File: src/rtl/flash_seq_pkg.sv
`timescale 1ns/1ps
// Shared types and encodings for the flash sequencer.
// Assumes: byte-wide parameter registers; op and select codes fixed as below.
package flash_seq_pkg;
    typedef enum logic [2:0] {
        ST_IDLE,
        ST_CHECK,
        ST_ERASE,
        ST_FETCH,
        ST_LATCH,
        ST_PROG
    } seq_state_t;

    localparam logic [2:0] SEL_KEY1  = 3'd0;
    localparam logic [2:0] SEL_KEY2  = 3'd1;
    localparam logic [2:0] SEL_BLK   = 3'd2;
    localparam logic [2:0] SEL_PTR   = 3'd3;
    localparam logic [2:0] SEL_DIV   = 3'd4;

    localparam logic OP_ERASE = 1'b0;
    localparam logic OP_WRITE = 1'b1;

    localparam logic [7:0] CODE_FAIL = 8'h01;
    localparam logic [7:0] CODE_PASS = 8'h00;
endpackage

File: src/rtl/flash_seq_regs.sv
`timescale 1ns/1ps
// Parameter and status register file.
// Host writes land only while idle; the controller overwrites the key and
// result registers with the pass/fail encoding at the end of each command.
module flash_seq_regs
    import flash_seq_pkg::*;
(
    input  logic       clk,
    input  logic       rst_n,
    input  logic       busy,
    input  logic       cfg_we,
    input  logic [2:0] cfg_sel,
    input  logic [7:0] cfg_wdata,
    input  logic       st_we,
    input  logic       st_pass,
    output logic [7:0] key1,
    output logic [7:0] key2,
    output logic [7:0] blk,
    output logic [7:0] ptr,
    output logic [7:0] div,
    output logic [7:0] acc
);
    logic host_wr;
    assign host_wr = cfg_we && !busy;

    // Host parameter writes and end-of-command status update.
    always_ff @(posedge clk) begin
        if (!rst_n) begin
            key1 <= '0;
            key2 <= '0;
            blk  <= '0;
            ptr  <= '0;
            div  <= '0;
            acc  <= '0;
        end else if (st_we) begin
            if (st_pass) begin
                key1 <= CODE_PASS;
                acc  <= blk;
            end else begin
                key1 <= CODE_FAIL;
                key2 <= '0;
                acc  <= '0;
            end
        end else if (host_wr) begin
            case (cfg_sel)
                SEL_KEY1: key1 <= cfg_wdata;
                SEL_KEY2: key2 <= cfg_wdata;
                SEL_BLK:  blk  <= cfg_wdata;
                SEL_PTR:  ptr  <= cfg_wdata;
                SEL_DIV:  div  <= cfg_wdata;
                default:  ;
            endcase
        end
    end
endmodule

File: src/rtl/flash_seq_gate.sv
`timescale 1ns/1ps
// Admission check: unlock key, block range and protection level.
// Purely combinational; evaluated by the controller in its checking cycle.
module flash_seq_gate #(
    parameter int         NUM_BLOCKS = 128,
    parameter logic [7:0] KEY_VALUE  = 8'h3A,
    parameter logic [1:0] LOCK_LEVEL = 2'b11
) (
    input  logic [7:0] key1,
    input  logic [7:0] blk,
    input  logic [1:0] prot_lvl,
    output logic       ok
);
    logic key_ok, range_ok, prot_ok;

    // Combine the three independent admission conditions.
    always_comb begin
        key_ok   = (key1 == KEY_VALUE);
        range_ok = (32'(blk) < NUM_BLOCKS);
        prot_ok  = (prot_lvl != LOCK_LEVEL);
        ok       = key_ok && range_ok && prot_ok;
    end
endmodule

File: src/rtl/flash_seq_timer.sv
`timescale 1ns/1ps
// Pulse-length down-counter. A load sets it so that the pulse lasts
// max(load_val,1) cycles; 'last' marks the final cycle of the pulse.
module flash_seq_timer #(
    parameter int CNT_W = 8
) (
    input  logic             clk,
    input  logic             rst_n,
    input  logic             load,
    input  logic             run,
    input  logic [CNT_W-1:0] load_val,
    output logic             last
);
    logic [CNT_W-1:0] cnt;

    // Load on pulse entry, count down while the pulse runs.
    always_ff @(posedge clk) begin
        if (!rst_n) begin
            cnt <= '0;
        end else if (load) begin
            cnt <= (load_val == '0) ? '0 : load_val - 1'b1;
        end else if (run && cnt != '0) begin
            cnt <= cnt - 1'b1;
        end
    end

    assign last = (cnt == '0);
endmodule

File: src/rtl/flash_seq_ctrl.sv
`timescale 1ns/1ps
// Command state machine: accept, check, then either one erase pulse or a
// fetch/latch/program loop over every byte of the block.
// Assumes SRAM returns read data one cycle after sram_rd.
module flash_seq_ctrl
    import flash_seq_pkg::*;
#(
    parameter int BLOCK_BYTES = 64,
    parameter int OFF_W       = 6
) (
    input  logic             clk,
    input  logic             rst_n,
    input  logic             cmd_valid,
    input  logic             cmd_op,
    input  logic             ok,
    input  logic             tmr_last,
    input  logic [7:0]       ptr,
    input  logic [7:0]       sram_rdata,
    output logic             busy,
    output logic             done,
    output logic             st_we,
    output logic             st_pass,
    output logic             tmr_load,
    output logic             tmr_run,
    output logic             sram_rd,
    output logic [7:0]       sram_addr,
    output logic             fl_erase,
    output logic             fl_prog,
    output logic [OFF_W-1:0] fl_off,
    output logic [7:0]       fl_wdata
);
    localparam logic [OFF_W-1:0] IDX_LAST = OFF_W'(BLOCK_BYTES - 1);

    seq_state_t       state;
    logic             op_q;
    logic [OFF_W-1:0] idx;
    logic [7:0]       dbuf;
    logic             last_byte;

    assign last_byte = (idx == IDX_LAST);

    // Sequence through the command phases.
    always_ff @(posedge clk) begin
        if (!rst_n) begin
            state <= ST_IDLE;
            op_q  <= OP_ERASE;
            idx   <= '0;
            dbuf  <= '0;
            done  <= 1'b0;
        end else begin
            done <= 1'b0;
            case (state)
                ST_IDLE: begin
                    if (cmd_valid) begin
                        op_q  <= cmd_op;
                        idx   <= '0;
                        state <= ST_CHECK;
                    end
                end
                ST_CHECK: begin
                    if (!ok) begin
                        state <= ST_IDLE;
                        done  <= 1'b1;
                    end else if (op_q == OP_ERASE) begin
                        state <= ST_ERASE;
                    end else begin
                        state <= ST_FETCH;
                    end
                end
                ST_ERASE: begin
                    if (tmr_last) begin
                        state <= ST_IDLE;
                        done  <= 1'b1;
                    end
                end
                ST_FETCH: state <= ST_LATCH;
                ST_LATCH: begin
                    dbuf  <= sram_rdata;
                    state <= ST_PROG;
                end
                ST_PROG: begin
                    if (tmr_last) begin
                        if (last_byte) begin
                            state <= ST_IDLE;
                            done  <= 1'b1;
                        end else begin
                            idx   <= idx + 1'b1;
                            state <= ST_FETCH;
                        end
                    end
                end
                default: state <= ST_IDLE;
            endcase
        end
    end

    // Decode strobes, timer control and status write from the phase.
    always_comb begin
        busy     = (state != ST_IDLE);
        fl_erase = (state == ST_ERASE);
        fl_prog  = (state == ST_PROG);
        sram_rd  = (state == ST_FETCH);
        tmr_run  = fl_erase || fl_prog;
        tmr_load = (state == ST_LATCH) ||
                   (state == ST_CHECK && ok && op_q == OP_ERASE);
        st_we    = (state == ST_CHECK && !ok) ||
                   (state == ST_ERASE && tmr_last) ||
                   (state == ST_PROG && tmr_last && last_byte);
        st_pass  = (state != ST_CHECK);
        fl_off   = idx;
        fl_wdata = dbuf;
        sram_addr = ptr + {{(8 - OFF_W){1'b0}}, idx};
    end
endmodule

File: src/rtl/flash_seq.sv
`timescale 1ns/1ps
// Top of the flash block erase/program sequencer.
// Assumes an external protection unit answers prot_lvl combinationally for
// prot_blk, and the flash array reacts to fl_erase / fl_prog pulses.
module flash_seq #(
    parameter int         NUM_BLOCKS  = 128,
    parameter int         BLOCK_BYTES = 64,
    parameter logic [7:0] KEY_VALUE   = 8'h3A,
    parameter logic [1:0] LOCK_LEVEL  = 2'b11,
    localparam int        BLK_W       = (NUM_BLOCKS > 1) ? $clog2(NUM_BLOCKS) : 1,
    localparam int        OFF_W       = $clog2(BLOCK_BYTES),
    localparam int        ADDR_W      = BLK_W + OFF_W
) (
    input  logic              clk,
    input  logic              rst_n,
    input  logic              cfg_we,
    input  logic [2:0]        cfg_sel,
    input  logic [7:0]        cfg_wdata,
    input  logic              cmd_valid,
    input  logic              cmd_op,
    output logic              busy,
    output logic              done,
    output logic [7:0]        key1_q,
    output logic [7:0]        key2_q,
    output logic [7:0]        acc_q,
    output logic [BLK_W-1:0]  prot_blk,
    input  logic [1:0]        prot_lvl,
    output logic              sram_rd,
    output logic [7:0]        sram_addr,
    input  logic [7:0]        sram_rdata,
    output logic              fl_erase,
    output logic              fl_prog,
    output logic [ADDR_W-1:0] fl_addr,
    output logic [7:0]        fl_wdata
);
    logic [7:0]       blk, ptr, div;
    logic             ok, tmr_last, tmr_load, tmr_run, st_we, st_pass;
    logic [OFF_W-1:0] fl_off;

    flash_seq_regs u_regs (
        .clk       (clk),
        .rst_n     (rst_n),
        .busy      (busy),
        .cfg_we    (cfg_we),
        .cfg_sel   (cfg_sel),
        .cfg_wdata (cfg_wdata),
        .st_we     (st_we),
        .st_pass   (st_pass),
        .key1      (key1_q),
        .key2      (key2_q),
        .blk       (blk),
        .ptr       (ptr),
        .div       (div),
        .acc       (acc_q)
    );

    flash_seq_gate #(
        .NUM_BLOCKS (NUM_BLOCKS),
        .KEY_VALUE  (KEY_VALUE),
        .LOCK_LEVEL (LOCK_LEVEL)
    ) u_gate (
        .key1     (key1_q),
        .blk      (blk),
        .prot_lvl (prot_lvl),
        .ok       (ok)
    );

    flash_seq_timer #(.CNT_W(8)) u_timer (
        .clk      (clk),
        .rst_n    (rst_n),
        .load     (tmr_load),
        .run      (tmr_run),
        .load_val (div),
        .last     (tmr_last)
    );

    flash_seq_ctrl #(
        .BLOCK_BYTES (BLOCK_BYTES),
        .OFF_W       (OFF_W)
    ) u_ctrl (
        .clk        (clk),
        .rst_n      (rst_n),
        .cmd_valid  (cmd_valid),
        .cmd_op     (cmd_op),
        .ok         (ok),
        .tmr_last   (tmr_last),
        .ptr        (ptr),
        .sram_rdata (sram_rdata),
        .busy       (busy),
        .done       (done),
        .st_we      (st_we),
        .st_pass    (st_pass),
        .tmr_load   (tmr_load),
        .tmr_run    (tmr_run),
        .sram_rd    (sram_rd),
        .sram_addr  (sram_addr),
        .fl_erase   (fl_erase),
        .fl_prog    (fl_prog),
        .fl_off     (fl_off),
        .fl_wdata   (fl_wdata)
    );

    assign prot_blk = blk[BLK_W-1:0];
    assign fl_addr  = {blk[BLK_W-1:0], fl_off};
endmodule

File: config.mk
export PLATFORM = sky130hd
export DESIGN_NAME = flash_seq
export DESIGN_NICKNAME = d
export VERILOG_FILES = /design/src/rtl/flash_seq_pkg.sv /design/src/rtl/flash_seq_regs.sv /design/src/rtl/flash_seq_gate.sv /design/src/rtl/flash_seq_timer.sv /design/src/rtl/flash_seq_ctrl.sv /design/src/rtl/flash_seq.sv
export SDC_FILE = /design/constraint.sdc
export NUM_CORES = 1
export LEC_CHECK = 0
export BUFFER_PORTS_ARGS = -buffer_cell sky130_fd_sc_hd__buf_2
export CAP_MARGIN = 25
export CELL_PAD_IN_SITES_DETAIL_PLACEMENT = 1
export CELL_PAD_IN_SITES_GLOBAL_PLACEMENT = 1
export CORE_MARGIN = 2
export CORE_UTILIZATION = 42
export DETAILED_ROUTE_END_ITERATION = 16
export GPL_TIMING_DRIVEN = 0
export MAX_ROUTING_LAYER = met4
export PLACE_DENSITY_LB_ADDON = 0.1
export SKIP_LAST_GASP = 1
export SLEW_MARGIN = 15
export SYNTH_ARGS = -nofsm -noshare
export SYNTH_HDL_FRONTEND = slang
export SYNTH_SLANG_ARGS = --single-unit
File: constraint.sdc
create_clock -name clk -period 5.19 [get_ports clk]
set_input_delay 0.7785 -clock clk [delete_from_list [all_inputs] [get_ports clk]]
set_output_delay 0.7785 -clock clk [all_outputs]
set_load 0.005 [all_outputs]
## Yosys cells after proc, flatten, opt, wreduce, memory -nomap -nowiden

Index checks and enable logic that the tools add are counted.

| word-level totals | value |
|---|---|
| register bits after elaboration | 75 |
| latch bits | 0 |
| bits in writable memories | 0 |
| ROM bits | 0 |
| input bits | 26 |
| output and inout port bits | 65 |
| logic and storage cells | 100 |
| memories | 0 |

| operators by class | value |
|---|---|
| add/sub/neg operators | 4 |
| multipliers | 0 |
| div/mod/pow operators | 0 |
| magnitude comparators | 1 |
| equality and inequality tests | 18 |
| shifts and indexed selects | 0 |
| mux-type cells | 28 |
| bitwise operators | 2 |
| reductions and logical operators | 35 |

Operators by type and width:

| kind | number |
|---|---|
| two-way mux 8 bit | 11 |
| two-way mux 6 bit | 3 |
| case mux 3 bit (6 select lines) | 1 |
| zero test 8 bit | 2 |
| subtractor 8 x 1 -> 8 bit, second input constant | 2 |
| AND reduction 3 bit | 5 |
| equality test 3 x 2 -> 1 bit, second input constant | 4 |
| two-way mux 3 bit | 4 |
| case mux 6 bit (2 select lines) | 1 |
| logical AND 1 bit | 10 |
| nonzero test 2 bit | 5 |
| equality test 3 bit, second input constant | 3 |
| adder 8 x 6 -> 8 bit | 1 |
| equality test 8 x 6 -> 1 bit, second input constant | 1 |
| less-than comparator 8 bit, second input constant | 1 |
| inequality test 2 bit, second input constant | 4 |
| nonzero test 8 bit | 1 |
| adder 6 x 1 -> 6 bit, second input constant | 1 |
| equality test 3 x 1 -> 1 bit, second input constant | 2 |
| equality test 6 bit, second input constant | 1 |
| zero test 3 bit | 2 |
| two-way mux 1 bit | 6 |
| logical OR 1 bit | 4 |
| inequality test 2 x 1 -> 1 bit, second input constant | 2 |
| other kinds (8) | 11 |

## Depth between registers and ports, before layout

Gate-level depths: netlist of the first run.

| depth | value |
|---|---|
| depth in word-level cells | 9 |
| gate-level depth with buffers | 8 |
| mapped depth without buffers | 8 |

## Hierarchy

A second synthesis of the first run with hierarchy kept.

| unflattened totals | value |
|---|---|
| cells, all modules | 439 |
| area total of the unflattened synthesis | 3951.3 um2 |

Modules (own cells, without submodules):

| module | instances | cells each | area each (um2) | seq. area each (um2) |
|---|---|---|---|---|
| flash_seq_regs | 1 | 194 | 1884.3 | 960.9 |
| flash_seq_ctrl | 1 | 149 | 1270.0 | 380.4 |
| flash_seq_timer | 1 | 85 | 710.7 | 160.2 |
| flash_seq | 1 | 7 | 52.6 | 0.0 |
| flash_seq_gate | 1 | 4 | 33.8 | 0.0 |

## Worst setup path after synthesis of the first run

Ideal clock, no wire load.

| timing | value |
|---|---|
| path type | reg2out |
| start | reg u_ctrl.idx[0] (netlist: u_ctrl.fl_off[0]) |
| end | out sram_addr[6] |
| data arrival time | 1.689 ns |
| required time | 4.411 ns |
| setup slack | 2.722 ns |
| stages on the path, launching flop included | 9 |
| buffers on the path | 0 |
| cells stage by stage | dfxtp_1 -> ha_1 -> inv_1 -> fa_1 -> nor2b_1 -> o21ai_0 -> a21boi_0 -> or4_1 -> nand3_1 |

| between the ends | value |
|---|---|
| longest elaborated chain between the ends | 1 |

Ends and longest elaborated chain:

| element | RTL line | RTL |
|---|---|---|
| start, declared | flash_seq_ctrl.sv:36 | `logic [OFF_W-1:0] idx;` |
| start signal, assigned | flash_seq_ctrl.sv:87 | `idx <= idx + 1'b1;` |
| adder 8 x 6 -> 8 bit | flash_seq_ctrl.sv:112 | `sram_addr = ptr + {{(8 - OFF_W){1'b0}}, idx};` |
| end, declared | flash_seq.sv:29 | `output logic [7:0] sram_addr,` |

No other way between the ends.

## Worst setup path after layout of the first run

Ends and elaborated chain as after synthesis.

==> flow_summary.yaml, run 1 <==
outcome:
  status: "finished clean"
global_routing:
  grt_pass1_wl_um: 17200
  antenna_found_initial: 0
  met1_usage: 0.281
  busiest_layer: "met2"
  grt_max_degree: 15
  grt_pass1_vias: 3431
  met2_usage: 0.393
  overflow: 0
  grtUsageMet3: 0.0390
  grt_use_total: 0.233
route:
  wl_per_cell_um: 17.0
  vias_per_cell: 5.43
  drtIter0Drc: 91
  drc: 0
  ant_nets: 0
  vias: 3333
  postRouteWirelength_um: 10400
  dr.pass1.iters: 5
clocking:
  clock_path_buffers: 2
  clk_pin_slew_worst_paths_ps: 80
  holdBufCountCts: 0
  cts_root_buf: "clkbuf_8"
  clkLatencyLatePin_ps: 350
  clock-sinks: 75
  cts_tree: "done"
  htreeDepth: 3
  numCtsBuffers: 9
  cts_resized: 0
  cts_setup_buffers: 0
floorplanning:
  ios: 91
  die_h_um: 96.7
  start_util: 0.437
  row_count: 33
  fp.dieArea_um2: 9360
  core_um2: 8260
  chipWidth_um: 96.7
logic_synthesis:
  yosysWarnings: 0
  synth_edf_count: 0
  synth-seq-cells: 75
  synth_cell_types: 53
  synthFlopType: "dfxtp_1"
  syn_nets: 441
  syn_area_um2: 3610
  synthCells: 404
  avgSynthCellArea_um2: 8.94
  ys_seq_area_frac: 0.416
  synth-async-reset-ratio: 0
sta:
  finalCriticalPeriod_ps: 3170
  period_share: 0.610
  setup_viol: 0
  clock_skew_ps: 10.7
  hold_viol: 0
  final_max_slew_viol_count: 0
  finalSetupTns_ps: 0
  fin_ws_ps: 2020
  worst_pin_slew_ps: 819
  slew_headroom: 0.450
  fmax_mhz: 316
  holdWs_ps: 461
  grt_setup_unrepaired: "no"
run:
  maxCapViolations: 0
worst_setup_path:
  crit_path_max_fanout: 6
  end_kind: "output pin"
  critPathLaunchType: "flip-flop"
  critical_path_class: "reg -> out"
  arrival_ps: 2390
  worst_ep_required_time_ps: 4410
power:
  power_per_cell_area_nw_per_um2: 281
  p_int_w: 0.000945
  power_leakage_nw: 2.08
  p_sw_frac: 0.243
  combinationalPowerShare: 0.077
  p_clk_frac: 0.451
  p_switching_w: 0.000303
  seqPwrFrac: 0.472
  vdd_drop_max_mv: 0.146
  finalPower_w: 0.00125
finish:
  syn2layout_area_growth_pct: 22.8
  antenna_cells: 0
  fin_nets: 541
  drive_gt1_frac: 0.263
placed_design:
  dpl.hpwl_um: 7700
  gp_congestion: 0.821
  pre_cts_slack_ps: 2410
  io_buffers: 89
min_path:
  hold_path_class: "reg -> reg"
-- registers in the layout, summed over array words and instances, names as in the netlist --
signal,flops
u_ctrl.fl_off,6
u_ctrl.fl_wdata,8
u_regs.key2,8
u_ctrl.op_q,1
u_regs.ptr,8
u_ctrl.done,1
u_regs.acc,8
u_timer.cnt,8
u_regs.blk,8
u_ctrl.state,3
u_regs.div,8
u_regs.key1,8
-- synth_stat cells (3+ instances only) --
| cell type | instances | area (um2) |
|---|---|---|
| buf_2 | 4 | 20.0 |
| buf_4 | 14 | 105 |
| xor2_1 | 8 | 70.1 |
| nor2_1 | 62 | 233 |
| a21oi_1 | 20 | 100 |
| nand4_1 | 5 | 31.3 |
| o21ai_0 | 6 | 30.0 |
| inv_1 | 16 | 60.1 |
| mux2i_1 | 34 | 340 |
| o211ai_1 | 3 | 22.5 |
| xnor2_1 | 5 | 43.8 |
| o22ai_1 | 3 | 18.8 |
| nor4b_1 | 4 | 35.0 |
| nand3_1 | 10 | 50.1 |
| dfxtp_1 | 75 | 1500 |
| or3_1 | 4 | 25.0 |
| nand2_1 | 34 | 128 |
| o21a_1 | 3 | 22.5 |
| nor3b_1 | 4 | 30.0 |
| nor3_1 | 11 | 55.1 |
| clkbuf_1 | 10 | 37.5 |
| and2_1 | 3 | 18.8 |
| ha_1 | 10 | 125 |
| a22o_1 | 16 | 140 |
-- power groups by stage --
| stage | registers (W) | clock network (W) | logic (W) |
|---|---|---|---|
| after global routing | 0.000590 | 0.000596 | 0.000107 |
| after floorplan | 0.000601 | 0 | 0.0000558 |
| final | 0.000589 | 0.000563 | 0.0000965 |
| after detailed placement | 0.000603 | 0 | 0.0000954 |
| after CTS | 0.000589 | 0.000571 | 0.0000968 |
| after global placement | 0.000602 | 0 | 0.0000927 |
-- per-stage QoR --
stage               cells  utilization  area [um2]
global route          614        0.537        4440
floorplan             404            -        3610
finish                614        0.537        4440
detailed placement    598        0.507        4190
CTS                   614        0.537        4440
global placement      598        0.507        4190
-- path summary, 6_finish.rpt --
check,cells after the start,slack (ps),start,endpoint
min reg2reg,2,460,u_ctrl.fl_wdata[3],u_ctrl.fl_wdata[3]
min,2,460,u_ctrl.fl_wdata[3],u_ctrl.fl_wdata[3]
max,9,2020,u_ctrl.fl_off[0],sram_addr[6]
max reg2reg,8,2840,u_timer.cnt[0],u_regs.key1[7]
-- placed cells by master (no fill, tap or decap), types with 3 or more instances in the layout --
cell	Yosys	routed
nor2_1	62	62
and2_1	3	3
bufinv_16	0	3
nand3_1	10	10
mux2i_1	34	34
nand4_1	5	5
nor3_1	11	11
nor4b_1	4	4
o21ai_0	6	6
o21a_1	3	3
buf_2	4	93
o22ai_1	3	3
a22o_1	16	16
o211ai_1	3	3
xor2_1	8	8
or3_1	4	4
ha_1	10	10
inv_1	16	16
clkbuf_8	0	9
dfxtp_1	75	75
nand2_1	34	34
buf_4	14	14
clkbuf_1	10	10
nor3b_1	4	4
a21oi_1	20	20
xnor2_1	5	5
-- layer usage --
layer,share of wire,up-vias
met5,0,-
met4,0.022,0
met3,0.031,20
met2,0.51,76
met1,0.44,1634
li1,-,1603
-- critical path: stages (launching register included) --
cell and delay [ps]:
dfxtp_1 450, ha_1 200, inv_1 50, fa_1 400, nor2b_1 120, o21ai_0 120, a21boi_0 340, or4_1 160
nand3_1 60, buf_2 130
-- area by class of cell --
class	count	area [um2]
Sequential cell	75	1500
Tap cell	105	131
Timing Repair Buffer	89	445
Inverter	17	63.8
Multi-Input combinational cell	283	1870
Clock buffer	9	124
Fill cell	997	3820
Buffer	29	174
Clock inverter	7	124
-- cell families (layout without fill, tap and decap cells) --
kind of cell / count (synthesis) / after routing / share of synthesized area
flip-flops: 75 / 75 / 0.416
AO/OA/AOI/OAI: 66 / 66 / 0.127
XOR/XNOR: 13 / 13 / 0.0315
AND/OR/NAND/NOR: 157 / 157 / 0.220
multiplexers: 36 / 36 / 0.100
buffers and inverters: 46 / 151 / 0.0658
adder cells (fa/ha/maj): 11 / 11 / 0.0402
No activity file was read; power rests on OpenSTA's default activity.
==> run 2, diff against run 1 <==
CORE_UTILIZATION = 36   (was 42)
clock period = 2.6 ns   (was 5.19 ns; I/O delays follow)
==> run 2 against run 1 <==
Sequential cell count unchanged. Combinational power increased by 98%. Non-clock buffer count increased by 3. Register-to-register slack worse by 2600 ps. Global-route usage fell by 4.0 points. Die area rose by 16%. Via count shrank 1.7%. Design area up 1.0%. Critical path type unchanged.
==> flow_summary.yaml, run 2 (synthesized netlist as in run 1, its figures left out) <==
outcome:
  status: "finished clean"
worst_setup_path:
  arrival_ps: 2090
  rrSetupSlack_ps: 260
  worst_ep_required_time_ps: 2210
  worstRegToRegCells: 8
  path_cells: "ha_1, nor2b_2, o21ai_2, a21boi_2, or4_1, nand3_1, buf_2"
  slowest_delay_ps: 400
  cp_top_family: "simple AND/OR/NAND/NOR gates"
  critical_path.slowest_cell: "or4_1"
  critical_path_class: "reg -> out"
  worstReg2RegEnd: "u_regs.key1[5]"
  r2r_start: "u_timer.cnt[0]"
  crit_path_max_fanout: 7
  path_buf_inv: 1
  critPathLaunchType: "flip-flop"
  end_kind: "output pin"
clocking:
  htreeDepth: 3
  cts_root_buf: "clkbuf_8"
  clock-sinks: 75
  numCtsBuffers: 9
  clk_pin_slew_worst_paths_ps: 90
  clkLatencyLatePin_ps: 360
  clock_path_buffers: 2
  cts_tree: "done"
  holdBufCountCts: 0
route:
  ant_nets: 0
  vias: 3278
  drc: 0
  wl_per_cell_um: 15.8
  vias_per_cell: 5.08
  postRouteWirelength_um: 10200
  dr.pass1.iters: 4
  drtIter0Drc: 84
sta:
  worst_pin_slew_ps: 764
  setup_viol: 0
  fmax_mhz: 403
  period_share: 0.954
  finalSetupTns_ps: 0
  final_max_slew_viol_count: 0
  holdWs_ps: 269
  finalCriticalPeriod_ps: 2480
  hold_viol: 0
  grt_setup_unrepaired: "no"
  slew_headroom: 0.487
  clock_skew_ps: 15.8
global_routing:
  grt_pass1_wl_um: 16200
  grt_use_total: 0.193
  antenna_found_initial: 0
  overflow: 0
  grt_pass1_vias: 3198
  grt_max_degree: 17
min_path:
  hold_end: "u_ctrl.fl_wdata[0]"
  holdPathStages: 3
  hp-start: "sram_rdata[0]"
  hold_path_class: "in -> reg"
finish:
  fin_nets: 544
  fillers: 1210
  ff_latch_area_um2: 1510
  drive_gt1_frac: 0.285
  multi_input_area_um2: 1890
  fin_util: 0.459
  layout_common_cells: "93 x buf_2, 72 x dfxtp_1, 62 x nor2_1, 34 x nand2_1, 34 x mux2i_1"
  final_common_cell: "buf_2"
  layout.cells.non_filler: 645
  antenna_cells: 0
  syn2layout_area_growth_pct: 24.1
placed_design:
  io_buffers: 89
  gp_congestion: 0.819
  dp_cells: 626
  dpl.hpwl_um: 7610
floorplanning:
  die_h_um: 104
  ios: 91
  chipWidth_um: 104
  start_util: 0.370
  core_um2: 9770
  fp.dieArea_um2: 10900
  row_count: 36
run:
  maxCapViolations: 0
power:
  finalPower_w: 0.00234
  power_leakage_nw: 2.08
  power_per_cell_area_nw_per_um2: 523
  vdd_drop_max_mv: 0.207
==> run 2: where the power goes <==
part | switching (W) | total [W] | internal, W
clock network | 0.000506 | 0.000978 | 0.000472
registers | 0.0000120 | 0.00117 | 0.00116
logic | 0.000113 | 0.000191 | 0.0000781
==> run 2: how the worst max path moves through the flow <==
stage / end / depth (start not counted) / start / slack, ps
2_1_floorplan: sram_addr[6] / 8 / u_ctrl.fl_off[0] / 520
4_1_cts: sram_addr[6] / 9 / u_ctrl.fl_off[0] / 8
6_report: sram_addr[6] / 7 / u_ctrl.fl_off[2] / 120
5_1_grt: sram_addr[6] / 7 / u_ctrl.fl_off[2] / 10
3_5_place_dp: u_timer.cnt[1] / 7 / prot_lvl[0] / 170
3_3_place_gp: u_timer.cnt[1] / 7 / prot_lvl[0] / 190
==> run 2: metal layers <==
layer / vias to the layer above / global-route usage / share of wire
met5: - / - / 0
met1: 1584 / 0.238 / 0.46
met4: 0 / 0.0608 / 0.015
li1: 1611 / - / -
met3: 19 / 0.0269 / 0.029
met2: 64 / 0.327 / 0.49
==> run 2: worst register-to-register path, stage by stage (launching register included) <==
cell and delay [ps]:
dfxtp_1 360, inv_1 80, ha_1 220, or4b_1 560, nor2_1 250, o21a_1 270, or2_2 140, clkbuf_1 270
nor2_1 90
==> run 2: cell type report <==
class / instances / share of cell area
Timing Repair Buffer: 92 / 0.104
Tap cell: 133 / 0.0371
Clock inverter: 7 / 0.0201
Inverter: 17 / 0.0142
Buffer: 29 / 0.0388
Multi-Input combinational cell: 283 / 0.421
Clock buffer: 9 / 0.0276
Sequential cell: 75 / 0.336
==> run 2: repair_timing <==
item	CTS	global route
pin swaps	0	3
setup buffers	0	3
gates resized for setup	4	8
setup endpoints to repair	2	2
==> run 2: metrics by stage <==
stage | instance area (um2) | setup slack, ps
after floorplan | 3610 | 521
after global placement | 4220 | 191
after detailed placement | 4220 | 169
after CTS | 4440 | 8.02
after global routing | 4480 | 13.8
final | 4480 | 121
